<file path="config.mk">
export PLATFORM = sky130hd
export DESIGN_NAME = tx_run_limiter
export DESIGN_NICKNAME = d
export VERILOG_FILES = /design/src/rtl/rll_pkg.sv /design/src/rtl/rll_run_tracker.sv /design/src/rtl/rll_flip_decider.sv /design/src/rtl/tx_run_limiter.sv
export SDC_FILE = /design/constraint.sdc
export NUM_CORES = 1
export LEC_CHECK = 0
export ABC_CLOCK_PERIOD_IN_PS = 2950
export BUFFER_PORTS_ARGS = -buffer_cell sky130_fd_sc_hd__buf_2
export CORE_AREA = 3 3 40 42
export CTS_CLUSTER_DIAMETER = 200
export DETAILED_ROUTE_END_ITERATION = 6
export DIE_AREA = 0 0 43 45
export GPL_ROUTABILITY_DRIVEN = 0
export HOLD_SLACK_MARGIN = 0.15
export PLACE_DENSITY = 0.76
export SYNTH_ARGS = -nofsm -noshare
export SYNTH_HDL_FRONTEND = slang
export SYNTH_SLANG_ARGS = --single-unit
export TNS_END_PERCENT = 50
</file>
<file path="constraint.sdc">
create_clock -name clk -period 2.95 [get_ports clk]
set_input_delay 0.4425 -clock clk [delete_from_list [all_inputs] [get_ports clk]]
set_output_delay 0.4425 -clock clk [all_outputs]
set_load 0.05 [all_outputs]
</file>
<file path="src/rtl/rll_pkg.sv">
package rll_pkg;
  localparam int unsigned DEF_RUN_LIMIT = 85;

  function automatic int unsigned run_cnt_width(input int unsigned limit);
    return $clog2(limit + 1) + 1;
  endfunction
endpackage

</file>
<file path="src/rtl/rll_run_tracker.sv">
module rll_run_tracker #(
  parameter int unsigned CNT_W = 8
) (
  input  logic             clk,
  input  logic             rst_n,
  input  logic             step,
  input  logic             bit_now,
  output logic [CNT_W-1:0] run_len,
  output logic             run_pol
);
  localparam logic [CNT_W-1:0] SAT = {CNT_W{1'b1}};
  localparam logic [CNT_W-1:0] ONE = {{(CNT_W-1){1'b0}}, 1'b1};

  logic same;
  assign same = (run_len != '0) && (bit_now == run_pol);

  always_ff @(posedge clk) begin
    if (!rst_n) begin
      run_len <= '0;
      run_pol <= 1'b0;
    end else if (step) begin
      run_pol <= bit_now;
      if (!same)
        run_len <= ONE;
      else if (run_len != SAT)
        run_len <= run_len + ONE;
    end
  end
endmodule

</file>
<file path="src/rtl/rll_flip_decider.sv">
module rll_flip_decider #(
  parameter int unsigned RUN_LIMIT = 85,
  parameter int unsigned CNT_W     = 8
) (
  input  logic             enable,
  input  logic             cand_bit,
  input  logic             run_pol,
  input  logic [CNT_W-1:0] run_len,
  output logic             flip
);
  localparam logic [CNT_W-1:0] LIM = CNT_W'(RUN_LIMIT);

  always_comb begin
    flip = 1'b0;
    if (enable && (run_len >= LIM) && (cand_bit == run_pol))
      flip = 1'b1;
  end
endmodule

</file>
<file path="src/rtl/tx_run_limiter.sv">
module tx_run_limiter #(
  parameter int unsigned RUN_LIMIT = rll_pkg::DEF_RUN_LIMIT
) (
  input  logic clk,
  input  logic rst_n,
  input  logic limit_off,
  input  logic in_valid,
  output logic in_ready,
  input  logic in_bit,
  output logic out_valid,
  input  logic out_ready,
  output logic out_bit,
  output logic force_pulse
);
  localparam int unsigned CNT_W = rll_pkg::run_cnt_width(RUN_LIMIT);

  logic             xfer;
  logic             flip;
  logic             run_pol;
  logic [CNT_W-1:0] run_len;

  assign in_ready    = out_ready;
  assign out_valid   = in_valid;
  assign xfer        = in_valid && out_ready;
  assign out_bit     = in_bit ^ flip;
  assign force_pulse = xfer && flip;

  rll_flip_decider #(.RUN_LIMIT(RUN_LIMIT), .CNT_W(CNT_W)) u_decide (
    .enable  (!limit_off),
    .cand_bit(in_bit),
    .run_pol (run_pol),
    .run_len (run_len),
    .flip    (flip)
  );

  rll_run_tracker #(.CNT_W(CNT_W)) u_track (
    .clk    (clk),
    .rst_n  (rst_n),
    .step   (xfer),
    .bit_now(out_bit),
    .run_len(run_len),
    .run_pol(run_pol)
  );
endmodule

</file>
==> impl_results.md <==
* Pre-antenna DRT Iters at 4
* # resized after CTS at 0
* Commonest non-fill, non-tap cells in the layout: a21oi_1 (10), buf_2 (9), dfxtp_1 (9)
* WP data required at between 2 and 3 ns
* Final total power at 263.7 uW
* RSZ-0062 raised after global routing: false
* Vias per cell at around 5.9
* CTS H-tree depth at 1
* Layout cell share with drive strength beyond 1 at slightly above 20%
* Synth Area in Compound Gates at around 27%
* Status: finished, final reports clean
* Critical-path maximum fanout at 8
* Largest family of logic cells by synthesized area: compound AO/OA/AOI/OAI gates
* Clk_skew at around 0.0065 ns
* # port buffers at 9
* Startpoint Class: flip-flop
* Synth Area in XOR/XNOR at 1.284%
* Crit path cell chain: inv_1, ha_1, nor2b_1, o21ai_2, and2_2, inv_1, nor3_1, buf_2
* Setup TNS at 0 ns
* Area Overhead vs Synth at 6.055%
* Fillcell total at around 130
* FF-to-FF path depth at 7
* FP Rows at 13
* Total CTS buffers at 3
* Peak VDD IR at approximately 200 uV
* Initial Util at 53.07%
* Relative slew slack at 51.29%
* PnR worst setup slack at between 0.4 and 0.5 ns
* Static leakage at around 0.25 nW
* Die Area at 1935 sq um
* Worst EP arrival at ~2 ns
* Fin cells at 109
* Grt ovf at 0
* WHS Path Cells at 2
* Clk slew on worst S/H paths at 0.06 ns
* Final instance area at 723.2 sq um
* Period Utilization, post-route at 83.14%
* Post-CTS Setup Inserts at 0
* Fin. max-slew vios at 0
* Largest net degree at the start of global routing at 13
* Drt total wl at 1.506 mm
* Syn Area/Cell at a little under 8 sq um
* Post-DR wirelength/cell at 13.82 um
* Area of the multi-input gates at approximately 430 sq um
* Post-synthesis adder-cell area fraction at 7.339%
* First-pass GRT wire length at about 2.5 mm
* Skew-Pair Late Insertion Delay at around 0.27 ns
* Max frequency at 407.8 MHz
* Worst min-delay path category: in -> reg
* Die Span Y at 45 um
* Sequential cell area at 180.2 sq um
* Final setup vio count at 0
* Final worst path period need at 2.452 ns
* DRC at 0
* Placed inst area at around 700 sq um
* 1st-iter DRT viols at 12
* CTS Buffer Depth at 2
* Die W at 43 um
* Number of max-cap violations at 0
* Sequential share of the synthesized area at a little over a quarter
* Vias at roughly 640
* Least-Margin Pin Slew at 0.7307 ns
* Syn Inst Count at 88
* CP endpoint kind: output pin
* Root buffer cell: clkbuf_4
* Multiplexer share of the synthesized area at 0%
* GRT Total Usage at 17.78%
* Yosys Warn Count at 0
* Antenna viol nets, final at 0
* Dpl cells at 105
* DP Worst Slack at 0.7995 ns
* Crit path kind: reg -> out
* Cell Pwr Density at 364.6 nW/um^2
* Antenna diodes at 0
* Core Region at 1285 sq um
* Hold-fix buffers, CTS at 0
* Antenna violations before repair at 0
* Simple-gate area share of the yosys netlist at 26.97%
* Syn Nets at 98
* Top cell by count, worst path: inv_1
* Seq cells post-synth at 9
* HPWL Detailed at 1.101 mm
* Fin. Hold Viols at 0
* Leading cell type in the layout, fill and taps excluded: a21oi_1
* TritonCTS Sinks at 9
* I/O pins at 10
* CTS tree: built
* Crit-path slowest cell: dfxtp_1
* Max incr delay on CP at between 0.4 and 0.5 ns
* Vias in the first global route at around 570
* Syn Std Cell Area at 681.9 sq um
* Layout net count at 105
* Netlist cell types at 33
path summary, 6_finish.rpt:
check	startpoint	end	slack, ns
hold / removal	rst_n	u_track.run_pol	0.41
hold reg to reg	u_track.run_len[7]	u_track.run_len[7]	0.54
setup / recovery	u_track.run_len[0]	force_pulse	0.50
setup reg to reg	u_track.run_len[1]	u_track.run_len[6]	0.81
state kept, by name, indices dropped and copies added (netlist names):
| signal | flops |
|---|---|
| u_track.run_len | 8 |
| u_track.run_pol | 1 |
final cells by class:
| class | count | area share (%) |
|---|---|---|
| clock buffers | 4 | 3.633 |
| flip-flops and latches | 9 | 24.91 |
| repair buffers | 9 | 6.228 |
| inverters | 7 | 3.633 |
| well taps | 15 | 2.595 |
| multi-input cells | 65 | 59.00 |
metrics by stage:
stage,hold slack (ns),util (%)
finish,0.4141,56.28
global route,0.4044,56.28
CTS,0.4051,56.28
detailed placement,0.5274,54.24
global placement,0.5163,54.24
floorplan,0.4921,-
critical path: cells and delay by family, from the launching register on:
family | cells | cell delay (ns)
simple gates | 3 | 0.49
flops | 1 | 0.45
buf+inv | 3 | 0.43
fa+ha+maj | 1 | 0.20
compound gates | 1 | 0.16
synthesized netlist by cell type:
master    number  area share, %
o311a_1        1            1.5
buf_4          2            2.2
a211oi_2       1            1.8
inv_1          7            3.9
and4_1         1            1.3
nor4_1         1           0.92
clkbuf_1       3            1.7
and3_2         1            1.1
nor3_1         4            2.9
o31ai_1        1            1.1
nor2b_1        2            1.8
and2_2         1            1.1
xor2_1         1            1.3
nor4b_1        1            1.3
o21ai_2        1            1.3
a21oi_1       10            7.3
nor2_1         3            1.7
o21a_1         1            1.1
and2_1         2            1.8
a31oi_1        2            1.8
nand4_1        3            2.8
buf_6          2            3.3
dfxtp_1        9             26
or2_2          1           0.92
nand2_1        5            2.8
a41oi_1        2            2.6
a221oi_2       1            2.2
nor3_2         1            1.5
nand3_1        7            5.1
o211ai_1       2            2.2
ha_1           4            7.3
o21ai_0        4            2.9
a21o_1         1            1.1
layer usage:
layer / GRT usage [%] / wire, um / share of wire (%)
met1: 21.84 / 727 / 48
met2: 28.74 / 679 / 45
met3: 5.976 / 76 / 5.0
met4: 7.229 / 23 / 1.5
met5: 0 / 0 / 0
cell families after synthesis:
group | count (synthesis)
xor gates and xnor gates | 1
and+or+nand+nor | 33
DFF | 9
buffers and inverters | 14
adders and majority gates | 4
AOI/OAI and AO/OA | 27
power by group:
part           internal, mW  switching, mW
clock                0.0524         0.0484
sequential            0.123        0.00250
combinational        0.0117         0.0254
Note: power is estimated with default switching activity, not from simulation.
